**config.mk**
```make
export PLATFORM = sky130hd
export DESIGN_NAME = uart_int_ident
export DESIGN_NICKNAME = d
export VERILOG_FILES = /design/src/rtl/uart_iid_pkg.sv /design/src/rtl/uart_iid_edge.sv /design/src/rtl/uart_iid_thre.sv /design/src/rtl/uart_iid_prio.sv /design/src/rtl/uart_int_ident.sv
export SDC_FILE = /design/constraint.sdc
export NUM_CORES = 1
export LEC_CHECK = 0
export BUFFER_PORTS_ARGS = -buffer_cell sky130_fd_sc_hd__buf_2
export CORE_MARGIN = 1.5
export CORE_UTILIZATION = 39
export DETAILED_ROUTE_END_ITERATION = 12
export PLACE_DENSITY = 0.73
export SLEW_MARGIN = 20
export SYNTH_ARGS = -nofsm -noshare
export SYNTH_HDL_FRONTEND = slang
export SYNTH_HIERARCHICAL = 1
export SYNTH_SLANG_ARGS = --single-unit
```
**constraint.sdc**
```tcl
create_clock -name clk -period 1.5 [get_ports clk]
set_input_delay 0.3 -clock clk [delete_from_list [all_inputs] [get_ports clk]]
set_output_delay 0.3 -clock clk [all_outputs]
set_load 0.05 [all_outputs]
```
**src/rtl/uart_iid_pkg.sv**
```systemverilog
package uart_iid_pkg;
  typedef enum logic [1:0] {
    SRC_MODEM  = 2'b00,
    SRC_THRE   = 2'b01,
    SRC_RXDATA = 2'b10,
    SRC_LINE   = 2'b11
  } src_code_t;

  localparam int EN_RX    = 0;
  localparam int EN_THRE  = 1;
  localparam int EN_LINE  = 2;
  localparam int EN_MODEM = 3;
  localparam int EN_W     = 4;
endpackage

```
**src/rtl/uart_iid_edge.sv**
```systemverilog
module uart_iid_edge #(
  parameter int N = 3
) (
  input  logic         clk,
  input  logic         rst,
  input  logic [N-1:0] lvl,
  output logic [N-1:0] rise
);
  logic [N-1:0] lvl_q;

  for (genvar g = 0; g < N; g++) begin : g_bit
    always_ff @(posedge clk) begin
      if (rst) lvl_q[g] <= 1'b0;
      else     lvl_q[g] <= lvl[g];
    end
    assign rise[g] = lvl[g] & ~lvl_q[g];
  end
endmodule

```
**src/rtl/uart_iid_thre.sv**
```systemverilog
module uart_iid_thre (
  input  logic clk,
  input  logic rst,
  input  logic tx_empty,
  input  logic hold_wr,
  input  logic id_read,
  input  logic shown_thre,
  output logic pend_nxt,
  output logic pend
);
  logic tx_q;
  logic arm;
  logic drop;

  assign arm      = tx_empty & ~tx_q;
  assign drop     = hold_wr | (id_read & shown_thre);
  assign pend_nxt = tx_empty & (arm | (pend & ~drop));

  always_ff @(posedge clk) begin
    if (rst) begin
      tx_q <= 1'b0;
      pend <= 1'b0;
    end else begin
      tx_q <= tx_empty;
      pend <= pend_nxt;
    end
  end

  AST_THRE_ID_CLR: assert property (@(posedge clk) disable iff (rst)
    (id_read && shown_thre) |=> !pend);
  AST_THRE_WR_CLR: assert property (@(posedge clk) disable iff (rst)
    (hold_wr && pend) |=> !pend);
  AST_THRE_NEEDS_EMPTY: assert property (@(posedge clk) disable iff (rst)
    pend |-> $past(tx_empty));
endmodule

```
**src/rtl/uart_iid_prio.sv**
```systemverilog
module uart_iid_prio
  import uart_iid_pkg::*;
#(
  parameter int LSR_W = 4,
  parameter int MSR_W = 4
) (
  input  logic [EN_W-1:0]  en,
  input  logic [LSR_W-1:0] line_err,
  input  logic             rx_cond,
  input  logic             thre,
  input  logic [MSR_W-1:0] modem_delta,
  output logic             any,
  output src_code_t        code
);
  logic line_hit, rx_hit, thre_hit, modem_hit;

  assign line_hit  = en[EN_LINE]  & (|line_err);
  assign rx_hit    = en[EN_RX]    & rx_cond;
  assign thre_hit  = en[EN_THRE]  & thre;
  assign modem_hit = en[EN_MODEM] & (|modem_delta);

  always_comb begin
    any  = 1'b1;
    code = SRC_MODEM;
    if (line_hit)       code = SRC_LINE;
    else if (rx_hit)    code = SRC_RXDATA;
    else if (thre_hit)  code = SRC_THRE;
    else if (modem_hit) code = SRC_MODEM;
    else                any  = 1'b0;
  end
endmodule

```
**src/rtl/uart_int_ident.sv**
```systemverilog
module uart_int_ident
  import uart_iid_pkg::*;
#(
  parameter int LSR_W = 4,
  parameter int MSR_W = 4,
  parameter int ID_W  = 8
) (
  input  logic             clk,
  input  logic             rst,
  input  logic [3:0]       int_en,
  input  logic             fifo_mode,
  input  logic             rx_avail,
  input  logic             rx_trig,
  input  logic             tx_empty,
  input  logic [LSR_W-1:0] line_err,
  input  logic [MSR_W-1:0] modem_delta,
  input  logic             id_rd,
  input  logic             hold_wr,
  input  logic             line_rd,
  input  logic             modem_rd,
  output logic             irq,
  output logic [ID_W-1:0]  id_val,
  output logic             line_clr,
  output logic             modem_clr
);
  localparam int NRD   = 4;
  localparam int RD_ID = 0;
  localparam int RD_WR = 1;
  localparam int RD_LS = 2;
  localparam int RD_MS = 3;

  logic [NRD-1:0] rd_lvl, rd_rise;
  logic           rx_cond;
  logic           thre_nxt, thre_q;
  logic           shown_thre;
  logic           any;
  src_code_t      code;
  logic [ID_W-1:0] id_nxt;

  assign rd_lvl = {modem_rd, line_rd, hold_wr, id_rd};

  uart_iid_edge #(.N(NRD)) u_edge (
    .clk  (clk),
    .rst  (rst),
    .lvl  (rd_lvl),
    .rise (rd_rise)
  );

  assign shown_thre = (id_val[2:0] == {SRC_THRE, 1'b0});

  uart_iid_thre u_thre (
    .clk        (clk),
    .rst        (rst),
    .tx_empty   (tx_empty),
    .hold_wr    (rd_rise[RD_WR]),
    .id_read    (rd_rise[RD_ID]),
    .shown_thre (shown_thre),
    .pend_nxt   (thre_nxt),
    .pend       (thre_q)
  );

  assign rx_cond = fifo_mode ? rx_trig : rx_avail;

  uart_iid_prio #(.LSR_W(LSR_W), .MSR_W(MSR_W)) u_prio (
    .en          (int_en),
    .line_err    (line_err),
    .rx_cond     (rx_cond),
    .thre        (thre_nxt),
    .modem_delta (modem_delta),
    .any         (any),
    .code        (code)
  );

  always_comb begin
    id_nxt      = '0;
    id_nxt[0]   = ~any;
    id_nxt[2:1] = code;
  end

  always_ff @(posedge clk) begin
    if (rst) begin
      id_val    <= {{(ID_W-1){1'b0}}, 1'b1};
      irq       <= 1'b0;
      line_clr  <= 1'b0;
      modem_clr <= 1'b0;
    end else begin
      id_val    <= id_nxt;
      irq       <= any;
      line_clr  <= rd_rise[RD_LS];
      modem_clr <= rd_rise[RD_MS];
    end
  end

  AST_IRQ_MATCH: assert property (@(posedge clk) disable iff (rst)
    irq == !id_val[0]);
  AST_IDLE_CODE: assert property (@(posedge clk) disable iff (rst)
    id_val[0] |-> (id_val[ID_W-1:1] == '0));
  AST_LINE_FIRST: assert property (@(posedge clk) disable iff (rst)
    (!$past(rst) && $past(int_en[EN_LINE] && (|line_err))) |-> (id_val[2:0] == 3'b110));
  AST_LCLR_PULSE: assert property (@(posedge clk) disable iff (rst)
    line_clr |=> !line_clr);
  AST_MCLR_PULSE: assert property (@(posedge clk) disable iff (rst)
    modem_clr |=> !modem_clr);
  AST_THRE_IDLE: assert property (@(posedge clk) disable iff (rst)
    !thre_q |-> (id_val[2:0] != 3'b010));
endmodule

```
==> metrics.txt, run 1 <==
top cells by area, synth sky130_fd_sc_hd__dfxtp_1 47%, sky130_fd_sc_hd__nor2b_1 13%, sky130_fd_sc_hd__buf_4 7.4%, sky130_fd_sc_hd__nor2b_2 6.9%, sky130_fd_sc_hd__o41ai_4 5.4%; setup repair after global routing missed its margin no; Filler Cells Inserted about 110; most common cell in the synthesized netlist sky130_fd_sc_hd__dfxtp_1; Buffers on Ports 27; pin count of the biggest net entering global routing 12; area share of the leading cell type in the synthesized netlist between 40% and 50%; DIE WIDTH 39.18 µm; async set-or-reset flop fraction in the synthesized netlist 0%; longest individual stage delay on the worst path just over 0.3 ns; Die Y 39.18 µm; Net Switching between 0.15 and 0.2 mW; top achievable clock speed between 700 and 800 MHz; clock-pin transition on the worst setup and hold timing paths 0.07 ns; Worst Hold Slack 0.2649 ns; CTS Sinks 12; Net count, final roughly 100; ratio of cells with drive above 1 in the final layout roughly 49%; crit path from id_val[0]$_SDFF_PP1_; maximum capacitance violations 0; number of buffers on the longest clock path 2; HPWL reported at the end of detailed placement between 600 and 700 µm; area of combinational cells with multiple inputs 240.2 µm²; TritonCTS clock tree yes; Yosys warning total 6; Congestion Overflow GR 0; die outline area between 1500 and 2000 µm²; proportion of power drawn by the clock network between 20% and 30%; fraction of power spent switching nets between 20 and 30%; worst voltage drop across the vdd grid between 0.4 and 0.5 mV; total power density per cell area around 1000 nW/µm²; number of synthesized register bits 12; outcome finished clean; Post-synth EDFFs 0; hold_buf cts 0; final count of hold timing violations 0; Fin Clk Skew roughly 0.0027 ns; number of top-level pins 33; Initial DRC Count 2; antenna violations before repair 0; gate family responsible for the most delay along the worst path simple AND/OR/NAND/NOR gates; arrival time at the worst endpoint roughly 1.5 ns; share of the clock period used by the worst path after layout between 90% and 100%; class of the worst hold path input pin to register; Initial DRT Pass Iterations 2; critical setup path kind register to register; final count of negative-setup-slack endpoints 0; Top FF cell, synth sky130_fd_sc_hd__dfxtp_1; gr usage total around 11%; TritonCTS Buffers 3; library cell used as clock root buffer sky130_fd_sc_hd__clkbuf_4; Data required, critical path around 1.7 ns; netlist area before placement 510.5 µm²; initial core utilization about 44%; post-synth top area cell sky130_fd_sc_hd__dfxtp_1; element type at the critical path start register; count of placed standard cells in the final layout, fillers left out 92; global-route wire length before repair approximately 1.2 mm; library cells used by synthesis 17; wirelength, routed 807 µm; count of unresolved DRC violations after routing 0; combined flip-flop and latch cell area 241.5 µm²; Routability Congestion between 0.7 and 0.8; beginning of the worst register-to-register path id_val[0]$_SDFF_PP1_; Via-to-Cell Ratio approximately 4.2; Comb power frac between 20% and 30%; leakage power total 0.3316 nW; Post-Syn Instances just under 50; # placed instances 89; H-tree Lvls 1; cell-by-cell listing of the critical path nor3b_1 > nand2_1 > a31oi_1 > nor2b_1 > nand2_1 > nand4_1 > nor2b_1; Worst path slowest cell sky130_fd_sc_hd__dfxtp_1; vias in the first global route approximately 300; number of vias after detailed routing roughly 390; register area share after synthesis between 40 and 50%; routed length per instance 8.772 µm; CTS-repair resized insts 0; Core Area between 1000 and 1500 µm²; proportion of power drawn by flip-flops and latches 50.8%; Commonest cells post-synth 12 x sky130_fd_sc_hd__dfxtp_1, 11 x sky130_fd_sc_hd__nor2b_1, 5 x sky130_fd_sc_hd__buf_4; final critical delay including setup and external delays 1.354 ns; post-CTS setup repair buffer count 0; row count 12; total inserted antenna cells 0; cell-internal power roughly 0.48 mW; WP buf/inv 0; hold path startpoint hold_wr; critical-path maximum fanout 2; insertion delay to the later sink of the worst-skew pair between 0.2 and 0.3 ns; summed negative setup slack over all endpoints 0 ns; crit path capture type register; count of antenna-violating nets left after detailed routing 0; number of slew-limit violations in the final report 0; share of the core filled with cells in the final layout a little under three fifths; P&R area growth vs syn 30.15%; Avg Synthesized Cell Area ~10 µm²
==> logic make-up (layout without fill, tap and decap cells) <==
family | Yosys count | count (layout) | synth area share (%)
buffers and inverters | 7 | 32 | 8.825
other | 1 | 5 | 0.7346
multiplexers | 1 | 1 | 2.940
AND/OR/NAND/NOR | 24 | 24 | 31.13
flip-flops | 12 | 12 | 47.06
AO/OA/AOI/OAI | 4 | 4 | 9.315
==> power by group through the flow <==
| stage | sequential (mW) | clock [mW] | combinational, mW |
|---|---|---|---|
| final | 0.345 | 0.181 | 0.153 |
| after global routing | 0.347 | 0.208 | 0.163 |
| after CTS | 0.345 | 0.190 | 0.154 |
| after detailed placement | 0.353 | 0 | 0.154 |
| after global placement | 0.352 | 0 | 0.153 |
| after floorplan | 0.391 | 0 | 0.0752 |
==> sequential cells by signal (all words and copies together) (netlist names) <==
register,count
u_edge/lvl_q,4
id_val,3
irq,1
line_clr,1
modem_clr,1
u_thre/pend,1
u_thre/tx_q,1
==> path summary, 6_finish.rpt <==
| path | depth (start not counted) | endpoint | slack [ns] |
|---|---|---|---|
| worst max-delay path | 7 | irq$_SDFF_PP0_ | 0.15 |
| worst min-delay path | 2 | u_edge/lvl_q[1]$_SDFF_PP0_ | 0.26 |
| worst max register to register | 7 | irq$_SDFF_PP0_ | 0.15 |
| worst min register to register | 2 | modem_clr$_SDFF_PP0_ | 0.51 |
==> area by class of cell <==
| cell class | instances | area share [%] |
|---|---|---|
| clock buffer | 3 | 3.390 |
| inverter | 2 | 1.130 |
| multi-input combinational | 34 | 36.16 |
| sequential | 12 | 36.35 |
| tap | 14 | 2.637 |
| timing repair buffer | 27 | 20.34 |
==> through the flow <==
stage | area (µm²) | setup WS, ns | total power [mW]
finish | 664.4 | 0.1464 | 0.6791
global route | 664.4 | 0.009865 | 0.7183
CTS | 664.4 | 0.1467 | 0.6894
detailed placement | 641.9 | 0.1565 | 0.5062
global placement | 641.9 | 0.2190 | 0.5047
floorplan | 526.8 | 0.07393 | 0.4660
==> cell usage in the layout, fill, tap and decap left out <==
| cell type | n |
|---|---|
| sky130_fd_sc_hd__o41ai_4 | 1 |
| sky130_fd_sc_hd__nand2_1 | 4 |
| sky130_fd_sc_hd__o41ai_1 | 1 |
| sky130_fd_sc_hd__nand2b_1 | 1 |
| sky130_fd_sc_hd__a31oi_1 | 1 |
| sky130_fd_sc_hd__mux2_4 | 1 |
| sky130_fd_sc_hd__nor2b_2 | 4 |
| sky130_fd_sc_hd__dfxtp_1 | 11 |
| sky130_fd_sc_hd__dfxtp_2 | 1 |
| sky130_fd_sc_hd__inv_1 | 2 |
| sky130_fd_sc_hd__nor2b_4 | 1 |
| sky130_fd_sc_hd__buf_2 | 27 |
| sky130_fd_sc_hd__and2_1 | 1 |
| sky130_fd_sc_hd__o21ai_0 | 1 |
| sky130_fd_sc_hd__clkbuf_4 | 3 |
| sky130_fd_sc_hd__nor3b_1 | 1 |
| sky130_fd_sc_hd__nor2b_1 | 11 |
| sky130_fd_sc_hd__nand4_1 | 1 |
| sky130_fd_sc_hd__conb_1 | 5 |
==> metal layers <==
metal | wire length (µm) | global-route usage, % | vias up | share of wire, %
li1 | - | - | 206 | -
met4 | 0 | 5.172 | 0 | 0
met3 | 58 | 4.046 | 0 | 7.2
met1 | 366 | 14.48 | 166 | 45
met2 | 382 | 16.67 | 16 | 47
met5 | 0 | 0 | - | 0
(Power assumes the default switching activity.)
==> inputs of run 2 (changes only) <==
Settings changed: ABC_AREA from default to 1.
==> run 2 against run 1 <==
Net effect: global-route usage grew 1.2 points; sequential share of layout area fell by 0.93 points; power rose by 9.7%; first-iteration DRC count increased by 50%; register-to-register slack better by 0.14 ns; cell count is 26% higher.
==> metrics.txt, run 2 <==
Worst Hold Slack 0.2408 ns (-0.02409 ns); mux contribution to synthesized area 0% (-2.9 points); TritonCTS Buffers 3 (unchanged); Filler Cells Inserted 120 (+11%); highest-count cells in the layout ignoring fill and taps 27 x sky130_fd_sc_hd__buf_2, 17 x sky130_fd_sc_hd__nor2_1, 16 x sky130_fd_sc_hd__inv_1; fraction of the mapped netlist area in adder cells 0% (unchanged); Routability Congestion 0.6560 (-6.6%); area share of the leading cell type in the synthesized netlist 46.72% (-0.34 points); wirelength, routed 809 µm (+0.25%); class of the worst hold path input pin to register; ratio of cells with drive above 1 in the final layout 38.24% (-10 points); simple-gate portion of the synthesized area 25.79% (-5.3 points); summed negative setup slack over all endpoints 0 ns (unchanged); Via-to-Cell Ratio 3.810 (-9.7%); antenna violations before repair 0 (unchanged); crit path capture type register; Post-Syn Instances 72 (+47%); element type at the critical path start register; worst voltage drop across the vdd grid 0.4944 mV (+8.7%); gr usage total 12.50% (+1.2 points); register containing the most flip-flops in the final layout u_edge/lvl_q; Avg Synthesized Cell Area 7.142 µm² (-31%); HPWL reported at the end of detailed placement 681.8 µm (+4.0%); Post-synth EDFFs 0 (unchanged); combinational family with the most area after synthesis simple AND/OR/NAND/NOR gates; Top FF cell, synth sky130_fd_sc_hd__dfxtp_1; number of flip-flops in the largest register 4 (unchanged); routed length per instance 6.974 µm (-20%); global-route wire length before repair 1.235 mm (+4.7%); library cells used by synthesis 13 (-4); complex-gate fraction of the synthesized area 6.326% (-3.0 points); count of placed standard cells in the final layout, fillers left out 116 (+26%); outcome finished clean; most frequent standard cell in the layout excluding fill and tap cells sky130_fd_sc_hd__buf_2; cell-internal power 0.5310 mW (+9.5%); number of buffers on the longest clock path 2 (unchanged); arrival time at the worst endpoint 1.38 ns (-0.12 ns); register area share after synthesis 46.72% (-0.34 points); critical setup path kind register to register; TritonCTS clock tree yes; fraction of power spent switching nets 28.71% (+0.097 points); Die Y 39.31 µm (+0.33%); post-CTS setup repair buffer count 0 (unchanged); post-synth top area cell sky130_fd_sc_hd__dfxtp_1; total power density per cell area 1092 nW/µm² (+6.9%); area of combinational cells with multiple inputs 183.9 µm² (-23%); cell-by-cell listing of the critical path inv_1 > nand2_1 > nor2_1 > nand2_1 > nand3_2 > a21oi_1 > nand2_1 > inv_1 > a21oi_1 > nand2_1 > inv_1 > nor2_2 > inv_1; final count of negative-setup-slack endpoints 0 (unchanged); Net count, final 125 (+23%); initial core utilization 43.91% (-0.25 points); Initial DRC Count 3 (+1); total inserted antenna cells 0 (unchanged); Initial DRT Pass Iterations 3 (+1); CTS Sinks 12 (unchanged); pin count of the biggest net entering global routing 11 (-1); Comb power frac 20.4% (-2.2 points); Congestion Overflow GR 0 (unchanged); clock-pin transition on the worst setup and hold timing paths 0.07 ns (about the same); setup repair after global routing missed its margin no; number of slew-limit violations in the final report 0 (unchanged); final critical delay including setup and external delays 1.215 ns (-0.1391 ns); Data required, critical path 1.67 ns (+0.02 ns); number of top-level pins 33 (unchanged); H-tree Lvls 1 (unchanged); CTS-repair resized insts 0 (unchanged); count of antenna-violating nets left after detailed routing 0 (unchanged); final count of hold timing violations 0 (unchanged); top achievable clock speed 823.4 MHz (+11%); top cells by area, synth sky130_fd_sc_hd__dfxtp_1 47%, sky130_fd_sc_hd__nor2_1 12%, sky130_fd_sc_hd__inv_1 12%, sky130_fd_sc_hd__nand2_1 8.0%, sky130_fd_sc_hd__buf_4 7.3%; most common cell in the synthesized netlist sky130_fd_sc_hd__nor2_1; Net Switching 0.2139 mW (+10%); hold_buf cts 0 (unchanged); Fin Clk Skew 0.002266 ns (-0.0004501 ns); Largest regs u_edge/lvl_q: 4 flops, id_val: 3 flops; count of unresolved DRC violations after routing 0 (unchanged); share of the clock period used by the worst path after layout 80.97% (-9.3 points); vias in the first global route 353 (+16%); Yosys warning total 6 (unchanged); library cell used as clock root buffer sky130_fd_sc_hd__clkbuf_4; number of synthesized register bits 12 (unchanged); DIE WIDTH 39.31 µm (+0.33%); Commonest cells post-synth 17 x sky130_fd_sc_hd__nor2_1, 16 x sky130_fd_sc_hd__inv_1, 12 x sky130_fd_sc_hd__dfxtp_1; XOR/XNOR share of the synthesized area 0% (unchanged); Buffers on Ports 27 (unchanged); maximum capacitance violations 0 (unchanged); async set-or-reset flop fraction in the synthesized netlist 0% (unchanged); # placed instances 112 (+26%); combined flip-flop and latch cell area 241.5 µm² (unchanged); P&R area growth vs syn 32.60%; longest individual stage delay on the worst path 0.33 ns (+0.02 ns); row count 12 (unchanged); proportion of power drawn by flip-flops and latches 46.3% (-4.5 points); critical-path maximum fanout 2 (unchanged); proportion of power drawn by the clock network 33.3% (+6.7 points); leakage power total 0.4153 nW (+25%); netlist area before placement 514.2 µm² (+0.74%); insertion delay to the later sink of the worst-skew pair 0.26 ns (about the same); die outline area 1545 µm² (+0.67%); Core Area 1171 µm² (+1.3%); number of vias after detailed routing 442 (+14%); Worst path slowest cell sky130_fd_sc_hd__dfxtp_2
run 2: changes by cell type after synthesis, sizes merged:
| cell | previous run | this run |
|---|---|---|
| inv | 2 | 18 |
| a31oi | 1 | 0 |
| mux2 | 1 | 0 |
| o41ai | 2 | 0 |
| nor2b | 16 | 0 |
| a21oi | 0 | 4 |
| and2 | 1 | 0 |
| nand4 | 1 | 0 |
| nand2b | 1 | 0 |
| nor2 | 0 | 19 |
| nand3 | 0 | 1 |
| nand2 | 4 | 11 |
| nor3b | 1 | 0 |
run 2: worst paths after layout:
| kind | from | endpoint | slack [ns] | depth (start not counted) |
|---|---|---|---|---|
| worst max-delay path | id_val[0]$_SDFF_PP1_ | id_val[0]$_SDFF_PP1_ | 0.29 | 13 |
| worst min register to register | u_thre/tx_q$_SDFF_PP0_ | u_thre/pend$_SDFF_PP0_ | 0.44 | 1 |
| worst max register to register | id_val[0]$_SDFF_PP1_ | id_val[0]$_SDFF_PP1_ | 0.29 | 13 |
| worst min-delay path | line_rd | u_edge/lvl_q[2]$_SDFF_PP0_ | 0.24 | 3 |
run 2: final cells by class:
cell class / count / area share [%]
Clock buffer: 4 / 5.321
Timing Repair Buffer: 27 / 19.82
Tap cell: 14 / 2.569
Sequential cell: 12 / 35.41
Multi-Input combinational cell: 41 / 26.97
Inverter: 18 / 9.908
run 2: logic make-up after synthesis:
kind of cell	after synthesis
and+or+nand+nor	31
DFF	12
buffers and inverters	23
other	1
AOI/OAI and AO/OA	5
run 2: power groups by stage:
stage	Combinational [mW]	Clock, mW	Sequential, mW
2_1_floorplan	0.0779	0	0.391
3_3_place_gp	0.151	0	0.352
6_report	0.152	0.248	0.345
3_5_place_dp	0.153	0	0.353
5_1_grt	0.165	0.274	0.347
4_1_cts	0.153	0.261	0.345
run 2: critical path: cells and delay by family (launching register included):
| kind | cells | cell delay, ns |
|---|---|---|
| simple gates | 7 | 0.44 |
| flops | 1 | 0.33 |
| compound gates | 2 | 0.18 |
| buf+inv | 4 | 0.17 |
run 2: stage by stage:
step / power, mW / utilization (%) / setup slack, ns / cell area, µm²
4_1_cts: 0.7595 / 58.23 / 0.2660 / 681.9
6_report: 0.7449 / 58.23 / 0.2855 / 681.9
5_1_grt: 0.7861 / 58.23 / 0.1599 / 681.9
2_1_floorplan: 0.4689 / - / 0.07423 / 530.5
3_5_place_dp: 0.5058 / 55.13 / 0.1912 / 645.6
3_3_place_gp: 0.5031 / 55.13 / 0.2051 / 645.6
run 2: layer usage:
layer	vias to the layer above	wire [µm]	GRT usage (%)	share of wire (%)
met5	-	0	0	0
met4	0	10	10.34	1.2
met3	2	53	5.682	6.6
met2	13	386	20.42	48
met1	173	358	11.81	44
li1	254	-	-	-
==> inputs of run 3 (changes only) <==
Settings changed: ABC_AREA 1 to 0, CORE_UTILIZATION 39 to 35, PLACE_DENSITY 0.73 to 0.69.
Clock period 1.5 ns to 1.1 ns, I/O delays scaled along.
==> run 3 against run 2 <==
Net effect: the run now ends with setup timing left; register-to-register slack worse by 0.41 ns; die area up 9.8%; non-clock buffer count is the same; fmax shrank 0.95%; clock-buffer cell count stayed put; first-iteration DRC count is 33% lower; global-route usage rose by 1.0 points; clock skew is 0.0056 ns higher.
==> metrics.txt, run 3 (synthesis results as in run 1) <==
Worst Hold Slack 0.1652 ns (-0.07557 ns); number of flip-flops in the largest register 4 (unchanged); initial core utilization 38.27% (-5.6 points); # placed instances 90 (-20%); count of unresolved DRC violations after routing 0 (unchanged); Initial DRC Count 2 (-1); global-route wire length before repair 1.380 mm (+12%); insertion delay to the later sink of the worst-skew pair 0.27 ns (about the same); Buffers on Ports 27 (unchanged); longest individual stage delay on the worst path 0.33 ns (about the same); Congestion Overflow GR 0 (unchanged); class of the worst hold path input pin to register; Net count, final 102 (-18%); Core Area 1334 µm² (+14%); arrival time at the worst endpoint 1.38 ns (about the same); register containing the most flip-flops in the final layout u_edge/lvl_q; outcome finished with violations; HPWL reported at the end of detailed placement 670.5 µm (-1.7%); final count of hold timing violations 0 (unchanged); total power after layout 0.9682 mW (+30%); number of cells on the worst hold path 2 (-1); Fin Clk Skew 0.007826 ns (+0.005560 ns); summed negative setup slack over all endpoints -0.1886 ns (-0.1886 ns); DIE WIDTH 41.19 µm (+4.8%); P&R area growth vs syn 35.78%; top achievable clock speed 815.6 MHz (-0.95%); count of antenna-violating nets left after detailed routing 0 (unchanged); Die Y 41.19 µm (+4.8%); gr usage total 13.53% (+1.0 points); maximum capacitance violations 0 (unchanged); library cell used as clock root buffer sky130_fd_sc_hd__clkbuf_4; r2r setup slk -0.13 ns (-0.41 ns); setup repair after global routing missed its margin yes; clock-pin transition on the worst setup and hold timing paths 0.08 ns (about the same); ratio of cells with drive above 1 in the final layout 53.16% (+15 points); number of slew-limit violations in the final report 0 (unchanged); count of placed standard cells in the final layout, fillers left out 94 (-19%); Via-to-Cell Ratio 4.309 (+13%); final critical delay including setup and external delays 1.226 ns (+0.01162 ns); Initial DRT Pass Iterations 2 (-1); R2R depth 7 (-6); Worst R2R End irq$_SDFF_PP0_; total power density per cell area 1397 nW/µm² (+28%); cell-by-cell listing of the critical path nor3b_2 > nand2_1 > a31oi_2 > nor2b_1 > nand2_1 > nand4_1 > nor2b_1; share of the clock period used by the worst path after layout 111.5% (+31 points); final count of negative-setup-slack endpoints 3 (+3); TritonCTS clock tree yes; crit path capture type register; Data required, critical path 1.26 ns (-0.41 ns); beginning of the worst register-to-register path id_val[0]$_SDFF_PP1_; violated checks setup timing; number of vias after detailed routing 405 (-8.4%); highest-count cells in the layout ignoring fill and taps 24 x sky130_fd_sc_hd__buf_2, 11 x sky130_fd_sc_hd__nor2b_1, 9 x sky130_fd_sc_hd__dfxtp_1; Routability Congestion 0.6431 (-2.0%); row count 13 (+1); Largest regs u_edge/lvl_q: 4 flops, id_val: 3 flops; vias in the first global route 351 (-0.57%); worst voltage drop across the vdd grid 0.5424 mV (+9.7%); worst path setup slack after routing -0.1262 ns (-0.4116 ns); critical-path maximum fanout 2 (unchanged); antenna violations before repair 0 (unchanged); Hold Path Sink u_edge/lvl_q[0]$_SDFF_PP0_; CTS Sinks 12 (unchanged); hold path startpoint id_rd; element type at the critical path start register; pin count of the biggest net entering global routing 12 (+1); TritonCTS Buffers 3 (unchanged); most frequent standard cell in the layout excluding fill and tap cells sky130_fd_sc_hd__buf_2; post-CTS setup repair buffer count 0 (unchanged); wirelength, routed 840 µm (+3.8%); number of buffers on the longest clock path 2 (unchanged); leakage power total 0.3364 nW (-19%); number of top-level pins 33 (unchanged); routed length per instance 8.936 µm (+28%); total inserted antenna cells 0 (unchanged); critical setup path kind register to register; hold_buf cts 0 (unchanged); Worst path slowest cell sky130_fd_sc_hd__dfxtp_2; die outline area 1697 µm² (+9.8%); share of the core filled with cells in the final layout 51.97% (-6.3 points); H-tree Lvls 1 (unchanged)
-- run 3: cell count changes in the layout (fill, tap and decap cells not counted), sizes merged, moves of 2 or more --
cell,previous run,this run
clkbuf,4,6
nand2,11,4
o41ai,0,2
nor2,19,0
nor2b,0,16
inv,18,2
a21oi,4,0
buf,27,25
-- run 3: layer usage --
| layer | up-vias | routed length, µm | global-route usage [%] |
|---|---|---|---|
| li1 | 206 | - | - |
| met1 | 177 | 342 | 13.40 |
| met2 | 17 | 396 | 21.48 |
| met3 | 5 | 85 | 8.696 |
| met4 | 0 | 14 | 7.258 |
| met5 | - | 0 | 0 |
-- run 3: per-stage QoR --
stage | worst slack [ns] | instance area, µm²
floorplan | -0.1681 | 536.8
global placement | -0.1060 | 653.1
detailed placement | -0.1321 | 653.1
CTS | -0.1410 | 688.2
global route | -0.2382 | 693.2
finish | -0.1262 | 693.2
-- run 3: how the worst max path moves through the flow --
stage,from,end,slack [ns],depth (start not counted)
floorplan,id_val[1]$_SDFF_PP0_,irq$_SDFF_PP0_,-0.17,7
global placement,id_val[0]$_SDFF_PP1_,irq$_SDFF_PP0_,-0.11,7
detailed placement,id_val[0]$_SDFF_PP1_,irq$_SDFF_PP0_,-0.13,7
CTS,id_val[0]$_SDFF_PP1_,irq$_SDFF_PP0_,-0.14,7
global route,id_val[1]$_SDFF_PP0_,irq$_SDFF_PP0_,-0.24,7
finish,id_val[0]$_SDFF_PP1_,irq$_SDFF_PP0_,-0.13,7
-- run 3: report_power, final --
| part | total (mW) | internal (mW) | switching [mW] |
|---|---|---|---|
| logic | 0.214 | 0.0787 | 0.136 |
| registers | 0.472 | 0.461 | 0.0104 |
| clock network | 0.282 | 0.141 | 0.141 |
-- run 3: area by class of cell --
type	instances	area, µm²
well taps	15	18.77
flip-flops and latches	12	246.5
clock buffers	4	26.28
inverters	2	7.507
multi-input cells	34	251.5
repair buffers	27	142.6
fillers	138	640.6
-- run 3: timing repair --
item | CTS | global route
gates resized for setup | 2 | 2
setup endpoints to repair | 4 | 6
hold endpoints to repair | 0 | 0
-- run 3: worst max-delay path: cells and delay by family (launching register included) --
kind             cells  cell delay [ns]
AND/OR/NAND/NOR      6             0.62
AO/OA/AOI/OAI        1             0.15
flip-flops           1             0.33
